`src/rtl/rfi_pkg.sv`:
```
package rfi_pkg;
  // Machine word width; the bit positions below assume it.
  localparam int XLEN = 64;

  // Field positions, numbered with bit 0 as the most significant bit.
  localparam int MB_HV    = 3;
  localparam int MB_TS_HI = 29;
  localparam int MB_TS_LO = 31;
  localparam int MB_EE    = 48;
  localparam int MB_PR    = 49;
  localparam int MB_ME    = 51;
  localparam int MB_IR    = 58;
  localparam int MB_DR    = 59;

  // Same positions as vector indices (LSB = 0).
  localparam int IX_HV    = XLEN - 1 - MB_HV;
  localparam int IX_TS_HI = XLEN - 1 - MB_TS_HI;
  localparam int IX_TS_LO = XLEN - 1 - MB_TS_LO;
  localparam int IX_EE    = XLEN - 1 - MB_EE;
  localparam int IX_PR    = XLEN - 1 - MB_PR;
  localparam int IX_ME    = XLEN - 1 - MB_ME;
  localparam int IX_IR    = XLEN - 1 - MB_IR;
  localparam int IX_DR    = XLEN - 1 - MB_DR;

  localparam int TS_W = IX_TS_HI - IX_TS_LO + 1;

  // Guard values for the transactional-state conditional restore.
  localparam logic [TS_W-1:0] TS_HOLD_CUR   = 3'b010;
  localparam logic [TS_W-1:0] TS_HOLD_SAVED = 3'b000;

  // Bits forced on when the restored state is user mode.
  localparam int N_FORCE = 3;
  localparam int FORCE_IX [N_FORCE] = '{IX_EE, IX_IR, IX_DR};
endpackage

```
`src/rtl/rfi_state_merge.sv`:
```
module rfi_state_merge
  import rfi_pkg::*;
(
  input  logic [XLEN-1:0] cur_i,
  input  logic [XLEN-1:0] saved_i,
  output logic [XLEN-1:0] merged_o
);
  logic [TS_W-1:0] cur_ts;
  logic [TS_W-1:0] saved_ts;
  logic            ts_take_saved;

  assign cur_ts        = cur_i[IX_TS_HI:IX_TS_LO];
  assign saved_ts      = saved_i[IX_TS_HI:IX_TS_LO];
  assign ts_take_saved = (cur_ts != TS_HOLD_CUR) || (saved_ts != TS_HOLD_SAVED);

  always_comb begin
    // Default: straight reload from the saved copy.
    merged_o = saved_i;
    // Hypervisor bit is never reloaded.
    merged_o[IX_HV] = cur_i[IX_HV];
    // Machine-check enable reloads only from hypervisor state.
    merged_o[IX_ME] = cur_i[IX_HV] ? saved_i[IX_ME] : cur_i[IX_ME];
    // Transactional state: conditional reload.
    merged_o[IX_TS_HI:IX_TS_LO] = ts_take_saved ? saved_ts : cur_ts;
    // User mode forces relocation and interrupt enable on.
    for (int k = 0; k < N_FORCE; k++) begin
      merged_o[FORCE_IX[k]] = saved_i[FORCE_IX[k]] | saved_i[IX_PR];
    end
  end
endmodule

```
`src/rtl/rfi_addr_align.sv`:
```
module rfi_addr_align #(
  parameter int WIDTH      = 64,
  parameter int ALIGN_BITS = 2
) (
  input  logic [WIDTH-1:0] addr_i,
  output logic [WIDTH-1:0] addr_o
);
  logic unused_low;
  assign unused_low = ^addr_i[ALIGN_BITS-1:0];
  assign addr_o     = {addr_i[WIDTH-1:ALIGN_BITS], {ALIGN_BITS{1'b0}}};
endmodule

```
`src/rtl/rfi_restore.sv`:
```
module rfi_restore
  import rfi_pkg::*;
#(
  parameter int ALIGN_BITS = 2
) (
  input  logic            clk,
  input  logic            rst,
  input  logic            sel,
  input  logic [XLEN-1:0] cur_state,
  input  logic [XLEN-1:0] saved_addr,
  input  logic [XLEN-1:0] saved_state,
  output logic [XLEN-1:0] out_state,
  output logic            out_state_vld,
  output logic [XLEN-1:0] out_addr,
  output logic            out_addr_vld
);
  logic [XLEN-1:0] merged_state;
  logic [XLEN-1:0] aligned_addr;

  rfi_state_merge u_merge (
    .cur_i    (cur_state),
    .saved_i  (saved_state),
    .merged_o (merged_state)
  );

  rfi_addr_align #(.WIDTH(XLEN), .ALIGN_BITS(ALIGN_BITS)) u_align (
    .addr_i (saved_addr),
    .addr_o (aligned_addr)
  );

  always_ff @(posedge clk) begin
    if (rst) begin
      out_state     <= '0;
      out_addr      <= '0;
      out_state_vld <= 1'b0;
      out_addr_vld  <= 1'b0;
    end else begin
      out_state_vld <= sel;
      out_addr_vld  <= sel;
      if (sel) begin
        out_state <= merged_state;
        out_addr  <= aligned_addr;
      end
    end
  end

  // machine-check enable follows saved copy in hypervisor state
  p_me_from_saved_r1: assert property (@(posedge clk) disable iff (rst)
    sel && cur_state[IX_HV] |=> out_state[IX_ME] == $past(saved_state[IX_ME]));

  // otherwise it holds the current value
  p_me_kept_r1: assert property (@(posedge clk) disable iff (rst)
    sel && !cur_state[IX_HV] |=> out_state[IX_ME] == $past(cur_state[IX_ME]));

  // the single hold case keeps 0b010
  p_ts_hold_r2: assert property (@(posedge clk) disable iff (rst)
    sel && cur_state[IX_TS_HI:IX_TS_LO] == TS_HOLD_CUR
        && saved_state[IX_TS_HI:IX_TS_LO] == TS_HOLD_SAVED
    |=> out_state[IX_TS_HI:IX_TS_LO] == TS_HOLD_CUR);

  // user mode implies relocation and interrupt enable
  p_user_forces_r3: assert property (@(posedge clk) disable iff (rst)
    out_state_vld && out_state[IX_PR]
    |-> out_state[IX_EE] && out_state[IX_IR] && out_state[IX_DR]);

  // hypervisor bit never reloaded
  p_hv_kept_r5: assert property (@(posedge clk) disable iff (rst)
    sel |=> out_state[IX_HV] == $past(cur_state[IX_HV]));

  // address alignment and upper bits
  p_addr_aligned_r6: assert property (@(posedge clk) disable iff (rst)
    sel |=> out_addr[ALIGN_BITS-1:0] == '0
        && (out_addr >> ALIGN_BITS) == ($past(saved_addr) >> ALIGN_BITS));

  // both flags raised after a select
  p_vld_on_r7: assert property (@(posedge clk) disable iff (rst)
    sel |=> out_state_vld && out_addr_vld);

  // both flags dropped after an idle cycle
  p_vld_off_r8: assert property (@(posedge clk) disable iff (rst)
    !sel |=> !out_state_vld && !out_addr_vld);
endmodule

```
`config.mk`:
```
export PLATFORM = sky130hd
export DESIGN_NAME = rfi_restore
export DESIGN_NICKNAME = d
export VERILOG_FILES = /design/src/rtl/rfi_pkg.sv /design/src/rtl/rfi_state_merge.sv /design/src/rtl/rfi_addr_align.sv /design/src/rtl/rfi_restore.sv
export SDC_FILE = /design/constraint.sdc
export NUM_CORES = 1
export LEC_CHECK = 0
export BUFFER_PORTS_ARGS = -buffer_cell sky130_fd_sc_hd__buf_2
export CORE_AREA = 2 2 127 129
export CTS_CLUSTER_SIZE = 20
export DETAILED_ROUTE_END_ITERATION = 10
export DIE_AREA = 0 0 129 131
export PLACE_DENSITY = 0.69
export SLEW_MARGIN = 25
export SYNTH_ARGS = -nofsm -noshare
export SYNTH_HDL_FRONTEND = slang
export SYNTH_SLANG_ARGS = --single-unit
```
`constraint.sdc`:
```
create_clock -name clk -period 0.95 [get_ports clk]
set_input_delay 0.0475 -clock clk [delete_from_list [all_inputs] [get_ports clk]]
set_output_delay 0.0475 -clock clk [all_outputs]
set_load 0.01 [all_outputs]
```
# After elaboration in Yosys (flattened, before gate mapping)
# Cells that the tools add are included.
# classes
add_sub_neg,0
mul,0
div,0
n_lt_le_gt_ge,0
n_eq_ne,1
shift,0
n_mux,2
n_bitwise,3
n_reduce_logical,2
# ops
cell,count
2-to-1 mux 3 bit,1
inequality test 3 x 2 -> 1 bit (second input constant),1
bitwise OR 1 bit,3
nonzero test 3 bit,1
logical OR 1 bit,1
2-to-1 mux 1 bit,1
# totals
ff_bits,127
latchBits,0
mem_bits_rw,0
romBits,0
input_bits,195
out_inout_bits,130
word_cells,11
n_memories,0

# Depth between registers and ports, before layout
# Gate-level depths: netlist (run 1).
# depth
word_depth,3
depth_mapped,5
mapped_depth_nobuf,3

# By module
# A second synthesis (run 1) with hierarchy kept.
# unflattened
cells_unflattened,546
hier_area_um2,5641.7
# modules_own_cells
mod,n_inst,cells_per_inst,area_per_inst_um2
rfi_restore,1,416,4674.5
rfi_addr_align,1,65,484.2
rfi_state_merge,1,65,483.0

# Worst setup path before layout (run 1)
# Ideal clock, no wire load.
# synth_path
path_kind,input-to-reg
start,input sel
end,register out_state[24]
setup_ns,0.128
arrival_ns,0.660
slack_ns,0.162
cell_stages,5
path_buffers,3
path_cell_list,buf_6 -> buf_12 -> buf_12 -> mux2i_1 -> nor2_1
# synth_lines
element,line,text
start: declaration,rfi_restore.sv:8,"input logic sel,"
end signal: assignment,rfi_restore.sv:41,out_state <= merged_state;
end: declaration,rfi_restore.sv:12,"output logic [XLEN-1:0] out_state,"

# Final worst setup path (run 1)
# layout_path
start,register out_state[43]
end,output out_state[43]
# No word-level cell between the ends.

==> flow_summary.toml, run 1 <==
[synthesis]
ys_seq_area_frac = 0.5462
yosysTopAreaCell = "dfxtp_1"
synth_top_area_share = 0.5462
synth_cell_types = 16
synth_area_mm2 = 0.004654
ys_warn_count = 0
synthCells = 418
synth_area_leaders = "dfxtp_1 (55%), mux2i_1 (26%), nor2_1 (10%), buf_12 (4.7%), buf_4 (0.81%)"
syn_avg_cell_area_um2 = 11.14
synth_seq_cells = 127

[clock_tree]
clk_path_buf_depth = 2
cts_buffers = 17
htree_levels = 4
root_buffer = "clkbuf_16"
numClockSinks = 127
clkTransAtPathRegs_ns = 0.06
clk_latency_ns = 0.40
cts_tree = "built"

[global_routing]
grt_use_met3 = 0.06026
grt_pass1_vias = 4533
grtUsageMet1 = 0.1695
grt_max_degree = 44
grt_pass1_wl_mm = 21.96
grt-busiest-layer = "met2"
grt_overflow = 0
grt_usage = 0.1689
grt_use_met2 = 0.3171
antenna_found_initial = 0

[die]
num_rows = 46
start_util = 0.2984
die_x_um = 129
fp.coreArea_mm2 = 0.01560
pin_count = 325
die_h_um = 131
die_area_mm2 = 0.01690

[layout]
fillers = 1263
nNetsFinal = 1013
fin_area_mm2 = 0.008388
diodes = 0
drive_gt1_frac = 0.5060
area_delta_synth_final_pct = 80.21

[setup_path]
crit_fanout = 2
worstSetupStartpointType = "register"
cpPeakStageDelay_ns = 0.36
cpMaxStageDelayCell = "dfxtp_2"
critical_path.top_delay_family = "flip-flops"
critical_path_required_ns = 0.90
path_buf_inv = 1
crit_type = "register to primary output"
arrival_ns = 0.89
endpoint_kind = "primary output"
crit_chain = "buf_6"

[pwr]
ir_worst_vdd_mv = 1.028
power.density_mw_per_mm2 = 1758
seqPwrFrac = 0.400
pwr-share-clk = 0.453
power_switching_uw = 3482
swShare = 0.2361
combinationalPowerShare = 0.148
p_int_uw = 11270
totalPowerFinal_uw = 14750
leakage_uw = 0.004229

[detailed_routing]
drcViolationCount = 0
wl_per_cell_um = 14.70
vias = 4453
wirelength_mm = 15.37
antenna_left = 0
drt-initial-drc-count = 113
drt_pass1_iterations = 4
viasPerCell = 4.257

[timing]
period_needed_ns = 0.9338
finalCritPeriodShare = 0.9829
hold_viol = 0
max_clock_freq_mhz = 1071
finClkSkew_ns = 0
setup_tns_ns = 0
rsz0062_at_grt = "yes"
slew_violations = 0
setup_viol = 0

[placed_design]
gp_congestion = 0.7428
hpwl_mm = 8.518
dpl_cell_area_mm2 = 0.006107
port_buffers = 260

[outcome]
status = "finished clean"

[worst_hold_path]
hold_path_class = "input pin to register"

[run]
cap_viol_max_count = 0
## per-stage QoR
step | hold slack, ns | setup slack [ns] | utilization | std cells
after floorplan | 0.1947 | 0.1622 | - | 419
after global placement | 0.2776 | -0.01398 | 0.3915 | 884
after detailed placement | 0.2889 | -0.06267 | 0.3915 | 884
after CTS | 0.01096 | -0.02379 | 0.5180 | 1045
after global routing | 0.06116 | -0.02453 | 0.5378 | 1046
final | 0.03885 | 0.01622 | 0.5378 | 1046
## power groups by stage
stage	registers, uW	clock network, uW	logic, uW
2_1_floorplan	6070	0	765
3_3_place_gp	5900	0	1580
3_5_place_dp	5910	0	1600
4_1_cts	5820	6860	2040
5_1_grt	5920	7080	2360
6_report	5890	6680	2180
## metal layers
layer	up-vias	wire length (um)
met5	-	0
met3	25	1148
li1	2185	-
met2	196	8090
met1	2047	5788
met4	0	347
## path summary, 6_finish.rpt
kind,cells after the start,slack (ns),start,endpoint
max reg2reg,3,0.15,out_state[21]$_SDFFE_PP0P_,out_state[21]$_SDFFE_PP0P_
min reg2reg,2,0.48,out_state[62]$_SDFFE_PP0P_,out_state[62]$_SDFFE_PP0P_
min,3,0.04,saved_state[12],out_state[12]$_SDFFE_PP0P_
max,1,0.02,out_state[43]$_SDFFE_PP0P_,out_state[43]
## cell usage after synthesis
master,n
nor2b_1,1
clkbuf_1,10
mux2i_1,122
buf_8,2
buf_6,1
a21oi_1,1
nor2_1,127
conb_1,1
dfxtp_1,127
buf_4,5
o22ai_1,3
nor3b_1,1
buf_12,11
a211oi_1,2
nand2b_1,1
buf_2,3
## repair_timing
item                                    CTS  global route
hold buffers                            130             0
gates resized for setup                  28           118
endpoints found under the hold margin   126             0
endpoints found under the setup margin   24            98
setup buffers                             0             1
## cells by family (layout without fill, tap and decap cells)
family / Yosys count / in the layout / synth area share
multiplexers: 122 / 122 / 0.2624
AND/OR/NAND/NOR: 130 / 130 / 0.1067
buffers and inverters: 32 / 443 / 0.07554
AO/OA/AOI/OAI: 6 / 6 / 0.008332
other: 1 / 2 / 0.0008057
flip-flops: 127 / 127 / 0.5462
## flip-flops by register name, indices dropped and copies added, names as in the netlist
register,cells
out_state,64
out_addr_vld,1
out_addr,62
## cell type report
class	count	area [um2]	share of cell area
clock buffer	21	470.5	0.05609
multi-input combinational	260	1764	0.2103
tap	216	270.3	0.03222
clock inverter	10	136.4	0.01626
sequential	127	2683	0.3198
timing repair buffer	412	3064	0.3653
## cell usage in the layout (no fill, tap or decap), types with 3 or more instances in the layout
cell type,Yosys,final
buf_12,11,5
dfxtp_1,127,19
nor2_1,127,127
dfxtp_2,0,106
clkinv_2,0,3
clkbuf_16,0,17
o22ai_1,3,3
bufinv_16,0,3
dlygate4sd3_1,0,130
mux2i_1,122,122
clkinvlp_4,0,3
clkbuf_8,0,3
buf_4,5,18
buf_2,3,222
buf_6,1,37
No activity file was read; power rests on OpenSTA's default activity.
==> inputs of run 2 (changes only) <==
==> constraint.sdc (replaced) <==
create_clock -name clk -period 0.95 [get_ports clk]
set_input_delay 0.095 -clock clk [delete_from_list [all_inputs] [get_ports clk]]
set_output_delay 0.095 -clock clk [all_outputs]
set_load 0.01 [all_outputs]
==> run 2 against run 1 <==
Against the previous run:
- the run now ends with negative setup slack left
- die area unchanged
- count of clock-buffer cells in the layout decreased by 2
- global-route usage increased by 1.3 points
- highest routed layer unchanged
- largest power group unchanged
- sequential cell count unchanged
- power increased by 2.9%
- cell count increased by 1.3%
- critical path depth unchanged
==> flow_summary.toml, run 2 (same netlist as run 1, synthesis figures left out) <==
[global_routing]
antenna_found_initial = 0
grt_overflow = 0
grt_use_met2 = 0.3414
grt-busiest-layer = "met2"
grt_usage = 0.1817
grtUsageMet1 = 0.1785
grt_pass1_wl_mm = 23.67
grt_use_met3 = 0.06555
grt_pass1_vias = 4782
grt_max_degree = 65

[layout]
largest_reg_flops = 64
most-common-layout-cells = "buf_2 (130), buf_6 (129), nor2_1 (127)"
area_delta_synth_final_pct = 94.52
max_flop_register = "out_state"
drive_gt1_frac = 0.5421
reg.largest.list = "out_state (64), out_addr (62), out_addr_vld (1)"
nNetsFinal = 1025
fin_area_mm2 = 0.009054
final_common_cell = "buf_2"
fin_cells = 1060

[setup_path]
reg2reg_depth = 3
r2r-start = "out_addr[27]$_SDFFE_PP0P_"
cpPeakStageDelay_ns = 0.36
worstSetupStartpointType = "register"
cpMaxStageDelayCell = "dfxtp_4"
critical_path_required_ns = 0.85
crit_type = "register to primary output"
regToRegSetupSlack_ns = 0.14
r2r-end = "out_addr[27]$_SDFFE_PP0P_"
endpoint_kind = "primary output"
crit_fanout = 2
critical_path.top_delay_family = "flip-flops"
path_buf_inv = 1
arrival_ns = 0.89
crit_chain = "buf_6"

[timing]
max_clock_freq_mhz = 1020
slew_violations = 0
finClkSkew_ns = 0
hold_ws_ns = 0.02728
setup_ws_ns = -0.03010
period_needed_ns = 0.9801
setup_viol = 16
rsz0062_at_grt = "yes"
hold_viol = 0
finalCritPeriodShare = 1.032

[pwr]
ir_worst_vdd_mv = 1.057
seqPwrFrac = 0.393
power.density_mw_per_mm2 = 1675
pwr-share-clk = 0.443
totalPowerFinal_uw = 15170
power_switching_uw = 3712
p_int_uw = 11460
swShare = 0.2447
combinationalPowerShare = 0.164
leakage_uw = 0.004398

[detailed_routing]
drcViolationCount = 0
wirelength_mm = 16.23
vias = 4602
drt-initial-drc-count = 138
drt_pass1_iterations = 4
antenna_left = 0
viasPerCell = 4.342
wl_per_cell_um = 15.31

[worst_hold_path]
min-delay-start = "cur_state[12]"
hold_path_class = "input pin to register"
whs_path_depth = 3
whs_endpoint = "out_state[12]$_SDFFE_PP0P_"

[outcome]
status = "finished, violations left"
violations = "negative setup slack"

[placed_design]
hpwl_mm = 8.422
pre_cts_ws_ns = -0.1118
dp_cells = 880
gp_congestion = 0.7168
dpl_cell_area_mm2 = 0.006065
port_buffers = 260

[run]
cap_viol_max_count = 0

[die]
die_h_um = 131
die_area_mm2 = 0.01690
fp.coreArea_mm2 = 0.01560
start_util = 0.2984
die_x_um = 129
num_rows = 46
pin_count = 325

[clock_tree]
numClockSinks = 127
cts_buffers = 17
cts_tree = "built"
clkTransAtPathRegs_ns = 0.06
clk_latency_ns = 0.41
root_buffer = "clkbuf_16"
clk_path_buf_depth = 2
htree_levels = 4
## run 2: cell count changes in the layout (fill, tap and decap cells not counted)
| cell | delta |
|---|---|
| buf_12 | -1 |
| buf_2 | -92 |
| buf_4 | +18 |
| buf_6 | +92 |
| clkbuf_8 | -2 |
| clkinv_4 | +1 |
| dfxtp_1 | -19 |
| dfxtp_2 | +19 |
| diode_2 | +1 |
| dlygate4sd3_1 | -5 |
| inv_6 | +2 |
## run 2: layout make-up
| type | count | area, um2 |
|---|---|---|
| fillers | 1182 | 6544 |
| repair buffers | 424 | 3705 |
| flip-flops and latches | 127 | 2706 |
| multi-input cells | 260 | 1764 |
| clock buffers | 19 | 442.9 |
| well taps | 216 | 270.3 |
| clock inverters | 13 | 162.7 |
| diodes | 1 | 2.502 |
## run 2: worst max path at each step
stage	start	endpoint	slack, ns	cells after the start
global placement	saved_state[34]	out_state[33]$_SDFFE_PP0P_	-0.07	5
global route	out_addr_vld$_SDFF_PP0_	out_addr_vld	-0.06	1
finish	out_addr_vld$_SDFF_PP0_	out_state_vld	-0.03	1
CTS	out_addr_vld$_SDFF_PP0_	out_addr_vld	-0.05	1
floorplan	sel	out_state[24]$_SDFFE_PP0P_	0.11	5
detailed placement	saved_state[34]	out_state[33]$_SDFFE_PP0P_	-0.11	5
## run 2: per-layer routing
metal	part of all wire	up-vias
li1	-	2205
met1	0.37	2155
met2	0.53	205
met3	0.074	37
met4	0.028	0
met5	0	-
## run 2: tightest hold or removal path: stages
cell      delay [ns]
buf_2           0.10
mux2i_1         0.12
a211oi_1        0.08
## run 2: repair_timing
action,CTS,global route
setup buffers,4,18
cloned,0,0
endpoints found under the hold margin,125,0
gates resized for setup,257,1
pin swaps,0,0
hold buffers,125,0
setup endpoints to repair,128,128
## run 2: through the flow
| step | utilization | TNS, ns |
|---|---|---|
| after global placement | 0.3888 | -0.1432 |
| final | 0.5805 | -0.1467 |
| after detailed placement | 0.3888 | -0.4161 |
| after global routing | 0.5803 | -3.494 |
| after CTS | 0.5715 | -1.015 |
| after floorplan | - | 0 |
## run 2: power groups by stage
| stage | sequential [uW] | clock, uW | combinational [uW] |
|---|---|---|---|
| floorplan | 6070 | 0 | 765 |
| global route | 5990 | 7080 | 2670 |
| CTS | 5940 | 6830 | 2350 |
| detailed placement | 5910 | 0 | 1580 |
| global placement | 5900 | 0 | 1550 |
| finish | 5960 | 6720 | 2490 |
==> inputs of run 3 (changes only) <==
==> constraint.sdc (replaced) <==
create_clock -name clk -period 0.95 [get_ports clk]
set_input_delay 0.095 -clock clk [delete_from_list [all_inputs] [get_ports clk]]
set_output_delay 0.095 -clock clk [all_outputs]
set_load 0.005 [all_outputs]
==> run 3 against run 2 <==
Against the previous run:
- the flow still finishes with violations (negative setup slack)
- clock skew stayed put
- count of clock-buffer cells in the layout stayed put
- worst setup slack better by 0.0092 ns
- die area stayed put
- global-route usage is 1.4 points lower
- critical path depth stayed put
- register-to-register slack hardly changed
- power is 2.1% lower
- core utilization is 1.6 points lower
- hold slack worse by 0.0074 ns
- fmax is 0.94% higher
- largest cell class unchanged
==> flow_summary.toml, run 3 (same netlist as run 1, synthesis figures left out) <==
[global_routing]
grt_pass1_wl_mm = 21.99
antenna_found_initial = 0
grt_usage = 0.1676
grt_max_degree = 65
grt_overflow = 0
grt_pass1_vias = 4491

[timing]
setup_ws_ns = -0.02094
setup_tns_ns = -0.05930
max_clock_freq_mhz = 1030
setup_viol = 4
hold_viol = 0
finalCritPeriodShare = 1.022
rsz0062_at_grt = "yes"
slew_violations = 0
finClkSkew_ns = 0
period_needed_ns = 0.9709

[detailed_routing]
wl_per_cell_um = 15.12
top_layer = "met4"
wirelength_mm = 16.03
drt-initial-drc-count = 168
antenna_left = 0
wl_met3_mm = 1.175
viasPerCell = 4.360
drt_pass1_iterations = 4
wl_met2_mm = 8.550
drt-met1-wl_mm = 5.948
vias = 4622
drcViolationCount = 0

[setup_path]
cpMaxStageDelayCell = "dfxtp_2"
path_buf_inv = 1
critical_path.top_delay_family = "flip-flops"
cpPeakStageDelay_ns = 0.35
worstSetupStartpointType = "register"
crit_fanout = 2
regToRegSetupSlack_ns = 0.15
arrival_ns = 0.88
endpoint_kind = "primary output"
crit_chain = "buf_2"
crit_type = "register to primary output"
critical_path_required_ns = 0.85

[die]
die_h_um = 131
fp.coreArea_mm2 = 0.01560
die_x_um = 129
pin_count = 325
num_rows = 46
die_area_mm2 = 0.01690
start_util = 0.2984

[clock_tree]
clk_latency_ns = 0.40
cts_buffers = 17
root_buffer = "clkbuf_16"
cts_tree = "built"
numClockSinks = 127
clkTransAtPathRegs_ns = 0.06
clk_path_buf_depth = 2
htree_levels = 4

[layout]
fin_area_mm2 = 0.008805
largest_reg_flops = 64
utilization = 0.5645
max_flop_register = "out_state"
area_delta_synth_final_pct = 89.17
most-common-layout-cells = "buf_2 (169), nor2_1 (127), dfxtp_2 (127)"
nNetsFinal = 1025
reg.largest.list = "out_state (64), out_addr (62), out_addr_vld (1)"
drive_gt1_frac = 0.5421
fillers = 1214
final_common_cell = "buf_2"

[outcome]
violations = "negative setup slack"
status = "finished, violations left"

[placed_design]
hpwl_mm = 8.422
port_buffers = 260
pre_cts_ws_ns = -0.1118
dpl_cell_area_mm2 = 0.006065
gp_congestion = 0.7168

[pwr]
power.density_mw_per_mm2 = 1687
ir_worst_vdd_mv = 1.044
leakage_uw = 0.004355

[run]
cap_viol_max_count = 0

[worst_hold_path]
hold_path_class = "input pin to register"
run 3: cell count changes in the layout (fill, tap and decap cells not counted):
cell     delta
buf_6      -39
buf_2      +39
dfxtp_2     +2
dfxtp_4     -2
run 3: worst paths after layout:
check / cells past startpoint / endpoint / from
setup / recovery: 1 / out_state_vld / out_addr_vld$_SDFF_PP0_
hold / removal: 3 / out_state[12]$_SDFFE_PP0P_ / cur_state[12]
setup reg to reg: 3 / out_state[39]$_SDFFE_PP0P_ / out_state[39]$_SDFFE_PP0P_
hold reg to reg: 2 / out_addr[19]$_SDFFE_PP0P_ / out_addr[19]$_SDFFE_PP0P_
run 3: repair_timing:
action / CTS / global route
endpoints found under the hold margin: 125 / 0
endpoints found under the setup margin: 119 / 128
pin swaps: 0 / 0
cloned: 0 / 0
buffers inserted: 5 / 17
hold buffers: 125 / 0
gates resized for setup: 145 / 71
run 3: where the power goes:
group,switching [uW],internal (uW)
Sequential,220,5720
Clock,2460,4200
Combinational,836,1420
run 3: final cells by class:
class | count | area, um2 | share of cell area
repair buffers | 424 | 3461 | 0.3931
clock buffers | 19 | 442.9 | 0.05031
clock inverters | 13 | 162.7 | 0.01847
well taps | 216 | 270.3 | 0.03069
diodes | 1 | 2.502 | 0.0002842
flip-flops and latches | 127 | 2701 | 0.3068
multi-input cells | 260 | 1764 | 0.2004
run 3: metrics by stage:
step / hold WS [ns] / power [uW] / instances
after detailed placement: 0.3377 / 7359 / 880
after floorplan: 0.2422 / 6710 / 419
final: 0.01990 / 14860 / 1060
after CTS: 0.006594 / 14670 / 1042
after global routing: 0.03345 / 15430 / 1059
after global placement: 0.3259 / 7324 / 880
run 3: per-layer routing:
| metal | vias to the layer above | track usage |
|---|---|---|
| met5 | - | 0 |
| li1 | 2207 | - |
| met2 | 206 | 0.3087 |
| met4 | 0 | 0.06969 |
| met1 | 2179 | 0.1708 |
| met3 | 30 | 0.06352 |
run 3: worst reg2reg max path, cell delays in order, from the launching register on:
cell,delay (ns)
dfxtp_2,0.32
buf_4,0.13
mux2i_1,0.17
nor2_1,0.07
